--- src/rtl/mw_pkg.sv ---
package mw_pkg;
  typedef enum logic [2:0] {
    ST_IDLE,
    ST_OPC,
    ST_FIELD,
    ST_DATA,
    ST_READ,
    ST_DONE
  } mw_state_e;

  localparam logic [1:0] OPC_CTRL  = 2'b00;
  localparam logic [1:0] OPC_WRITE = 2'b01;
  localparam logic [1:0] OPC_READ  = 2'b10;

  localparam logic [1:0] CTL_WDIS  = 2'b00;
  localparam logic [1:0] CTL_WEN   = 2'b11;
endpackage

--- src/rtl/mw_sync.sv ---
module mw_sync #(
  parameter int STAGES = 2
) (
  input  logic clk_i,
  input  logic rst_ni,
  input  logic async_i,
  output logic sync_o
);
  logic [STAGES-1:0] chain_q;

  always_ff @(posedge clk_i or negedge rst_ni) begin
    if (!rst_ni) chain_q <= '0;
    else         chain_q <= {chain_q[STAGES-2:0], async_i};
  end

  assign sync_o = chain_q[STAGES-1];
endmodule

--- src/rtl/mw_prog_timer.sv ---
module mw_prog_timer #(
  parameter int CYCLES = 2000
) (
  input  logic clk_i,
  input  logic rst_ni,
  input  logic start_i,
  output logic busy_o
);
  localparam int CW = $clog2(CYCLES + 1);
  logic [CW-1:0] cnt_q;

  always_ff @(posedge clk_i or negedge rst_ni) begin
    if (!rst_ni)           cnt_q <= '0;
    else if (start_i)      cnt_q <= CW'(CYCLES);
    else if (cnt_q != '0)  cnt_q <= cnt_q - 1'b1;
  end

  assign busy_o = (cnt_q != '0);
endmodule

--- src/rtl/mw_word_array.sv ---
module mw_word_array #(
  parameter int ADDR_W = 6,
  parameter int DATA_W = 16
) (
  input  logic              clk_i,
  input  logic              rst_ni,
  input  logic              we_i,
  input  logic [ADDR_W-1:0] waddr_i,
  input  logic [DATA_W-1:0] wdata_i,
  input  logic [ADDR_W-1:0] raddr_i,
  output logic [DATA_W-1:0] rdata_o
);
  localparam int WORDS = 1 << ADDR_W;
  logic [DATA_W-1:0] mem_q [WORDS];

  always_ff @(posedge clk_i or negedge rst_ni) begin
    if (!rst_ni) begin
      for (int i = 0; i < WORDS; i++) mem_q[i] <= '0;
    end else if (we_i) begin
      mem_q[waddr_i] <= wdata_i;
    end
  end

  assign rdata_o = mem_q[raddr_i];
endmodule

--- src/rtl/mw_serial_mem.sv ---
module mw_serial_mem
  import mw_pkg::*;
#(
  parameter int ADDR_W      = 6,
  parameter int DATA_W      = 16,
  parameter int PROG_CYCLES = 2000,
  parameter int SYNC_STAGES = 2
) (
  input  logic clk_i,
  input  logic rst_ni,
  input  logic cs_i,
  input  logic sk_i,
  input  logic di_i,
  output logic do_o,
  output logic do_en_o
);
  localparam int CNT_W = $clog2(DATA_W);

  logic cs_s, sk_s, di_s, sk_q;
  logic bit_stb;

  mw_sync #(.STAGES(SYNC_STAGES)) u_sync_cs (
    .clk_i(clk_i), .rst_ni(rst_ni), .async_i(cs_i), .sync_o(cs_s));
  mw_sync #(.STAGES(SYNC_STAGES)) u_sync_sk (
    .clk_i(clk_i), .rst_ni(rst_ni), .async_i(sk_i), .sync_o(sk_s));
  mw_sync #(.STAGES(SYNC_STAGES)) u_sync_di (
    .clk_i(clk_i), .rst_ni(rst_ni), .async_i(di_i), .sync_o(di_s));

  always_ff @(posedge clk_i or negedge rst_ni) begin
    if (!rst_ni) sk_q <= 1'b0;
    else         sk_q <= sk_s;
  end

  assign bit_stb = cs_s & sk_s & ~sk_q;

  mw_state_e         state_q;
  logic [CNT_W-1:0]  cnt_q;
  logic [1:0]        opc_q;
  logic [ADDR_W-1:0] addr_q;
  logic [DATA_W-1:0] wr_sh_q;
  logic [DATA_W-1:0] rd_sh_q;
  logic              dout_q;
  logic              wen_q;
  logic              stat_q;
  logic              busy;
  logic              mem_we;
  logic              rd_active;
  logic [ADDR_W-1:0] field_nxt;
  logic [ADDR_W-1:0] addr_inc;
  logic [ADDR_W-1:0] raddr;
  logic [DATA_W-1:0] rdata;
  logic [DATA_W-1:0] wdata;
  logic              last_field;
  logic              last_data;

  assign field_nxt  = {addr_q[ADDR_W-2:0], di_s};
  assign addr_inc   = addr_q + ADDR_W'(1);
  assign raddr      = (state_q == ST_FIELD) ? field_nxt : addr_inc;
  assign wdata      = {wr_sh_q[DATA_W-2:0], di_s};
  assign last_field = (cnt_q == CNT_W'(ADDR_W - 1));
  assign last_data  = (cnt_q == CNT_W'(DATA_W - 1));
  assign rd_active  = (state_q == ST_READ);

  assign mem_we = bit_stb && (state_q == ST_DATA) && last_data && wen_q && !busy;

  mw_word_array #(.ADDR_W(ADDR_W), .DATA_W(DATA_W)) u_array (
    .clk_i(clk_i), .rst_ni(rst_ni), .we_i(mem_we), .waddr_i(addr_q),
    .wdata_i(wdata), .raddr_i(raddr), .rdata_o(rdata));

  mw_prog_timer #(.CYCLES(PROG_CYCLES)) u_timer (
    .clk_i(clk_i), .rst_ni(rst_ni), .start_i(mem_we), .busy_o(busy));

  always_ff @(posedge clk_i or negedge rst_ni) begin
    if (!rst_ni) begin
      state_q <= ST_IDLE;
      cnt_q   <= '0;
      opc_q   <= '0;
      addr_q  <= '0;
      wr_sh_q <= '0;
      rd_sh_q <= '0;
      dout_q  <= 1'b0;
      wen_q   <= 1'b0;
      stat_q  <= 1'b0;
    end else if (!cs_s) begin
      state_q <= ST_IDLE;
      cnt_q   <= '0;
    end else if (bit_stb) begin
      unique case (state_q)
        ST_IDLE: if (di_s) begin
          state_q <= ST_OPC;
          cnt_q   <= '0;
          opc_q   <= '0;
          stat_q  <= 1'b0;
        end
        ST_OPC: begin
          opc_q <= {opc_q[0], di_s};
          if (cnt_q == CNT_W'(1)) begin
            state_q <= ST_FIELD;
            cnt_q   <= '0;
          end else begin
            cnt_q <= cnt_q + 1'b1;
          end
        end
        ST_FIELD: begin
          addr_q <= field_nxt;
          if (last_field) begin
            cnt_q <= '0;
            unique case (opc_q)
              OPC_READ: begin
                state_q <= ST_READ;
                dout_q  <= 1'b0;            // dummy bit ahead of data
                rd_sh_q <= rdata;
              end
              OPC_WRITE: state_q <= ST_DATA;
              OPC_CTRL: begin
                state_q <= ST_DONE;
                if (field_nxt[ADDR_W-1 -: 2] == CTL_WEN)  wen_q <= 1'b1;
                if (field_nxt[ADDR_W-1 -: 2] == CTL_WDIS) wen_q <= 1'b0;
              end
              default: state_q <= ST_DONE;
            endcase
          end else begin
            cnt_q <= cnt_q + 1'b1;
          end
        end
        ST_DATA: begin
          wr_sh_q <= wdata;
          if (last_data) begin
            state_q <= ST_DONE;
            cnt_q   <= '0;
            if (mem_we) stat_q <= 1'b1;
          end else begin
            cnt_q <= cnt_q + 1'b1;
          end
        end
        ST_READ: begin
          dout_q <= rd_sh_q[DATA_W-1];
          if (last_data) begin
            cnt_q   <= '0;
            addr_q  <= addr_inc;
            rd_sh_q <= rdata;               // next word, wraps at top
          end else begin
            cnt_q   <= cnt_q + 1'b1;
            rd_sh_q <= {rd_sh_q[DATA_W-2:0], 1'b0};
          end
        end
        default: ;
      endcase
    end
  end

  logic drive;
  assign drive   = rd_active || ((state_q == ST_IDLE) && stat_q);
  assign do_en_o = cs_i && drive;
  assign do_o    = do_en_o && (rd_active ? dout_q : !busy);
endmodule

--- config.mk ---
export PLATFORM = sky130hd
export DESIGN_NAME = mw_serial_mem
export DESIGN_NICKNAME = d
export VERILOG_FILES = /design/src/rtl/mw_pkg.sv /design/src/rtl/mw_sync.sv /design/src/rtl/mw_prog_timer.sv /design/src/rtl/mw_word_array.sv /design/src/rtl/mw_serial_mem.sv
export SDC_FILE = /design/constraint.sdc
export NUM_CORES = 2
export LEC_CHECK = 0
export CORE_MARGIN = 4
export CORE_UTILIZATION = 35
export CTS_BUF_LIST = sky130_fd_sc_hd__clkbuf_16
export DETAILED_ROUTE_END_ITERATION = 8
export GPL_TIMING_DRIVEN = 0
export SLEW_MARGIN = 20
export SYNTH_ARGS = -nofsm -noshare
export SYNTH_HDL_FRONTEND = slang
export SYNTH_SLANG_ARGS = --single-unit
--- constraint.sdc ---
create_clock -name clk_i -period 3.11 [get_ports clk_i]
set_input_delay 0.622 -clock clk_i [delete_from_list [all_inputs] [get_ports clk_i]]
set_output_delay 0.622 -clock clk_i [all_outputs]
set_load 0.03 [all_outputs]
Yosys cells after proc, flatten, opt, wreduce, memory -nomap -nowiden
Cells that the tools add are included.
{ "classes": {"bitwise_logic": 5, "mux": 42, "n_reduce_logical": 28, "n_lt_le_gt_ge": 3, "n_addsub": 3, "eq_ne": 23} }
{ "ops": {"columns": ["operator", "count"], "rows": [
  ["bitwise mux 1024 bit", 1],
  ["binary-select mux 16 bit (select 6 bit)", 1],
  ["demux 16 bit (select 6 bit)", 1],
  ["2-to-1 mux 16 bit", 6],
  ["one-hot mux 16 bit (2 select lines)", 1],
  ["2-to-1 mux 4 bit", 6],
  ["2-to-1 mux 11 bit", 2],
  ["2-to-1 mux 3 bit", 6],
  ["AND reduction 6 bit", 3],
  ["one-hot mux 4 bit (4 select lines)", 1],
  ["greater-or-equal comparator 7 bit (second input constant)", 2],
  ["inverter 6 -> 7 bit", 2],
  ["2-to-1 mux 6 bit", 2],
  ["one-hot mux 3 bit (4 select lines)", 1],
  ["one-hot mux 6 bit (2 select lines)", 1],
  ["nonzero test 11 bit", 1],
  ["subtractor 11 x 1 -> 11 bit (second input constant)", 1],
  ["inequality test 5 bit (second input constant)", 2],
  ["nonzero test 2 bit", 5],
  ["inequality test 3 bit (second input constant)", 3],
  ["logical AND 1 bit", 8],
  ["2-to-1 mux 1 bit", 8],
  ["inequality test 2 bit (second input constant)", 4],
  ["AND reduction 4 bit", 2],
  ["26 further kinds", 34]
]} }
{ "totals": {"inputBits": 5, "out_inout_bits": 2, "wordCells": 182, "register_bits": 1091} }

Longest topological paths before layout
{ "depth": {"word_depth": 9, "mapped_depth": 13, "mapped_depth_nobuf": 10} }

Modules after synthesis
A second synthesis with hierarchy kept.
{ "unflattened": {"hier_cells": 3348, "area_unflattened_um2": 50490.9} }
{ "modules_own_cells": {"columns": ["module", "cells_per_inst", "seq_area_each_um2", "area_each_um2", "n_inst"], "rows": [
  ["mw_word_array", 3024, 25624.6, 47122.7, 1],
  ["mw_serial_mem", 256, 1251.2, 2625.0, 1],
  ["mw_prog_timer", 62, 275.3, 593.1, 1],
  ["mw_sync", 2, 50.0, 50.0, 3]
]} }

Worst setup path after synthesis
No wires, ideal clock.
{ "synth_timing": {"path_kind": "register to register", "startpoint": "register u_timer.cnt_q[7]", "endpoint": "register u_array.mem_q[21] in the netlist's numbering", "synth_period_minus_slack_ps": 2868, "slack_ps": 242, "arrival_ps": 2743, "required_ps": 2985, "n_path_buf": 1, "setup_ps": 125, "stages_incl_launch_ff": 9, "path_cell_list": "dfrtp_1 or3_4 nor4_4 nand4b_1 nor2_2 nand4_2 nor2_4 buf_6 mux2_2"} }
{ "synth_via": {"elab_chain_len": 3} }
{ "synth_lines": {"columns": ["item", "line_no", "rtl"], "rows": [
  ["start: declaration", "mw_prog_timer.sv:10", "logic [CW-1:0] cnt_q;"],
  ["start signal: assignment", "mw_prog_timer.sv:14", "else if (start_i) cnt_q <= CW'(CYCLES);"],
  ["start signal: assignment", "mw_prog_timer.sv:15", "else if (cnt_q != '0) cnt_q <= cnt_q - 1'b1;"],
  ["nonzero test 11 bit", "mw_prog_timer.sv:18", "assign busy_o = (cnt_q != '0);"],
  ["zero test 1 bit", "mw_serial_mem.sv:64", "assign mem_we = bit_stb && (state_q == ST_DATA) && last_data && wen_q && !busy;"],
  ["logical AND 1 bit", "mw_serial_mem.sv:64", null],
  ["end signal: indexed assignment", "mw_word_array.sv:20", "mem_q[waddr_i] <= wdata_i;"],
  ["end: declaration", "mw_word_array.sv:14", "logic [DATA_W-1:0] mem_q [WORDS];"]
]} }
No other way between the ends.
A chain may end at the register's enable or synchronous reset.

Worst setup path in the final report
{ "layout_timing": {"startpoint": "register addr_q[0]", "endpoint": "register u_array.mem_q[967] in the netlist's numbering"} }
{ "layout_via": {"elab_chain_len": 6, "word_cells_on_any_way": 7, "classes_between": "2 x order compare; 3 x mux; 1 x bitwise; 1 x reduce/logical"} }
{ "layout_lines": {"columns": ["item", "line_no", "rtl"], "rows": [
  ["start: declaration", "mw_serial_mem.sv:39", "logic [ADDR_W-1:0] addr_q;"],
  ["start signal: assignment", "mw_serial_mem.sv:105", "addr_q <= field_nxt;"],
  ["start signal: assignment", "mw_serial_mem.sv:140", "addr_q <= addr_inc;"],
  ["inverter 6 -> 7 bit (implied by the code) (*)", "mw_word_array.sv:20", null],
  ["greater-or-equal comparator 7 bit (implied by the code) / less-than comparator 7 x 1 -> 1 bit (equally long branches)", "mw_word_array.sv:20", null],
  ["logical AND 1 bit (implied by the code)", "mw_word_array.sv:20", null],
  ["2-to-1 mux 16 bit (implied by the code)", "mw_word_array.sv:20", null],
  ["demux 16 bit (select 6 bit) (*)", "mw_word_array.sv:20", null],
  ["bitwise mux 1024 bit (*)", "mw_word_array.sv:20", null]
]} }
Every way passes the cells marked *; elsewhere a longest branch is shown, timed or not.

==> results.cfg <==
[setup_path]
critical_path_buf_inv_count = 3
critPathRequiredTime_ns = 3.72
cell_type_group_with_the_largest_total_delay_on_the_critical_path = simple AND/OR/NAND/NOR gates
critical_path_class = reg -> reg
max_stage_delay_ns = 0.79
cell_with_the_biggest_individual_delay_on_the_critical_path = nand3_1
crit_fanout = 10
endpoint_class_of_the_critical_path = flip-flop
worst_ep_arrival_time_ns = 3.88
path_cells = clkbuf_2 > buf_1 > nand3_1 > nor2_4 > buf_4 > mux2_2
critPathLaunch = addr_q[0]
regToRegStartpoint = addr_q[0]
worst-r2r-cell-count = 6
reg2reg_slack_ns = -0.16
r2r_end = u_array.mem_q[967]
worst_setup_path_start_kind = flip-flop

[cells_and_area]
final_core_util_pct = 43.1
stdcell_count = 6561
layout-area-overhead-vs-synth_pct = 22.3
final_layout_size_suffix_gt1_share_pct = 40.4
number_of_filler_instances_in_the_final_layout = 13437
final_cell_mix = dfrtp_1 (1089), mux2_2 (1003), nand2_1 (788)
finish.net_count = 4572
layout_commonest_cell = dfrtp_1

[synth]
avgSynthCellArea_um2 = 11.7
syn-instance-count = 4310
asyncSetResetFlopFracSynth_pct = 100
synth_enable_flop_cells = 0
postSynthRegisterBits = 1091
netlist-cell-type-count = 66
mappedNetlistArea_mm2 = 0.0506
count_of_yosys_warnings_during_synthesis = 0
syn_nets = 4322
synth-main-ff-cell = dfrtp_1
synth.yosys.seq_area_share_pct = 53.9

[hold_path]
hold_depth = 1
holdCritPathClass = in -> reg
min_delay_startpoint = sk_i
timing.hold.worst_endpoint = u_sync_sk.chain_q[0]

[floorplanning]
die_area_mm2 = 0.151
ioPinCount = 7
cell_rows = 139
fp.dieW_um = 388
die_height_um = 388
core_area_mm2 = 0.144
floorplan.initialDensity_pct = 35.3

[timing]
max_slew.worst_pin.slew_ns = 1.17
layout_setup_ws_ns = -0.163
timing_hold_violations_final = 0
max_slew_margin_pct = 22.0
timing.final.crit_share_pct = 105
worst_clock_skew_ns = 0.0448
unrepaired_setup_endpoints_after_global_routing = true
maxClockFrequency_mhz = 306
timing.final.setup_violations = 74
post-route-min-period_ns = 3.27
timing.final.max_slew_violations = 0

[clock_tree]
cts_max_path_buffers = 3
tritoncts = done
cts_max_level = 3
cts.reportedPaths.clkPinSlew_ns = 0.06
cts.root.buffer_cell = clkbuf_16
clock_latency_at_the_later_pin_of_the_worst_skew_pair_ns = 0.76
clock_sink_count = 1091
tritoncts.num_buffers = 118

[global_route]
grt_use_total_pct = 24.2
grt_overflow_total = 0
grt_first_pass_wirelength_mm = 267
first_global_vias = 36822
grt_max_degree = 142
antenna_found_initial = 7

[pwr]
leakagePower_nw = 27.6
power.density_mw_per_mm2 = 466
worst_ir_drop_vdd_mv = 0.481
total_power_w = 0.0289

[run_status]
violations = setup timing
status = finished, violations left

[routing]
final_antenna_net_count = 0
postRouteWirelength_mm = 187
average_via_count_per_standard_cell = 5.71
drc = 0
via_count = 37431
detail_route.iter0.violations = 3718
drt-pass1-iter-count = 5
wl_per_instance_um = 28.5

[placed_design]
place_congestion = 0.981
post-place-ws_ns = -2.04
port_buffers = 6
place.detailed.hpwl_mm = 132
post-place-cells = 6229

[run]
cap_violations = 0
## report_power, final
part / switching [W] / internal (W)
Sequential: 0.0000114 / 0.0142
Combinational: 0.00106 / 0.000399
Clock: 0.00598 / 0.00723
Total: 0.00705 / 0.0218
## flip-flops by register name, summed over array words and instances, names as in the netlist, 2 cells and up
name,count
rd_sh_q,16
u_timer.cnt_q,11
u_sync_di.chain_q,2
u_sync_cs.chain_q,2
wr_sh_q,15
u_sync_sk.chain_q,2
u_array.mem_q,1024
addr_q,6
cnt_q,4
opc_q,2
state_q,3
## worst max-delay path by stage
stage | to | cells after the start
6_report | u_array.mem_q[967] | 6
3_3_place_gp | u_array.mem_q[681] | 1
4_1_cts | do_o | 7
3_5_place_dp | rd_sh_q[13] | 12
5_1_grt | u_array.mem_q[902] | 6
2_1_floorplan | u_array.mem_q[21] | 8
## cell families after synthesis
group / synth area share [%]
compound gates: 4.80
mux: 26.1
buf+inv: 3.38
xor+xnor: 0.104
flops: 53.9
simple gates: 11.5
fa+ha+maj: 0.173
## cell type report
| class | instances | area (µm²) | share of cell area (%) |
|---|---|---|---|
| well taps | 1903 | 2380 | 3.85 |
| clock buffers | 121 | 3030 | 4.89 |
| multi-input cells | 2833 | 24300 | 39.2 |
| inverters | 12 | 45.0 | 0.0728 |
| flip-flops and latches | 1091 | 27300 | 44.1 |
| diodes | 6 | 15.0 | 0.0243 |
| repair buffers | 138 | 1530 | 2.46 |
| clock inverters | 91 | 531 | 0.857 |
| plain buffers | 366 | 2820 | 4.56 |
## metrics by stage
stage	cell area [µm²]	hold WS (ns)	TNS (ns)
2_1_floorplan	50600	0.326	0
5_1_grt	61900	0.294	-3.53
3_5_place_dp	53400	0.337	-575.16
3_3_place_gp	53100	0.335	-
6_report	61900	0.316	-5.90
4_1_cts	60300	0.268	-0.0989
## layer usage
| layer | global-route usage (%) | vias up | wire length (µm) |
|---|---|---|---|
| li1 | - | 15799 | - |
| met1 | 32.1 | 19667 | 77500 |
| met2 | 36.5 | 1534 | 82000 |
| met3 | 6.91 | 427 | 16500 |
| met4 | 11.8 | 4 | 10700 |
| met5 | 0 | - | 38 |
## cell usage after synthesis (all sizes together) (4+ instances only)
master / n / area, µm²
xor2: 4 / 35.0
mux2: 1039 / 11700
o22ai: 17 / 106
nand3: 272 / 1360
buf: 126 / 738
a221oi: 4 / 35.0
and3: 7 / 43.8
nand4: 11 / 96.3
a32oi: 118 / 1030
nand2: 817 / 3090
nor4: 46 / 324
dfrtp: 1091 / 27300
nor3: 24 / 120
a22oi: 10 / 75.1
a21oi: 24 / 120
ha: 7 / 87.6
mux2i: 153 / 1530
a31oi: 123 / 769
nor2: 87 / 589
o21ai: 20 / 100
inv: 10 / 37.5
clkbuf: 248 / 931
nor2b: 7 / 43.8
## worst reg2reg max path: stages, from the launching register on
cell and delay (ns):
dfrtp_1 0.40, clkbuf_2 0.28, buf_1 0.44, nand3_1 0.79
nor2_4 0.55, buf_4 0.29, mux2_2 0.36
## timing repair
action / in CTS / in global routing
pin swaps: 49 / 41
gates cloned: 2 / 4
resized for setup: 696 / 244
setup endpoints to repair: 1043 / 593
hold buffers: 1 / 0
buffers inserted: 52 / 64
endpoints found under the hold margin: 72 / 0
No activity file was read; power rests on OpenSTA's default activity.
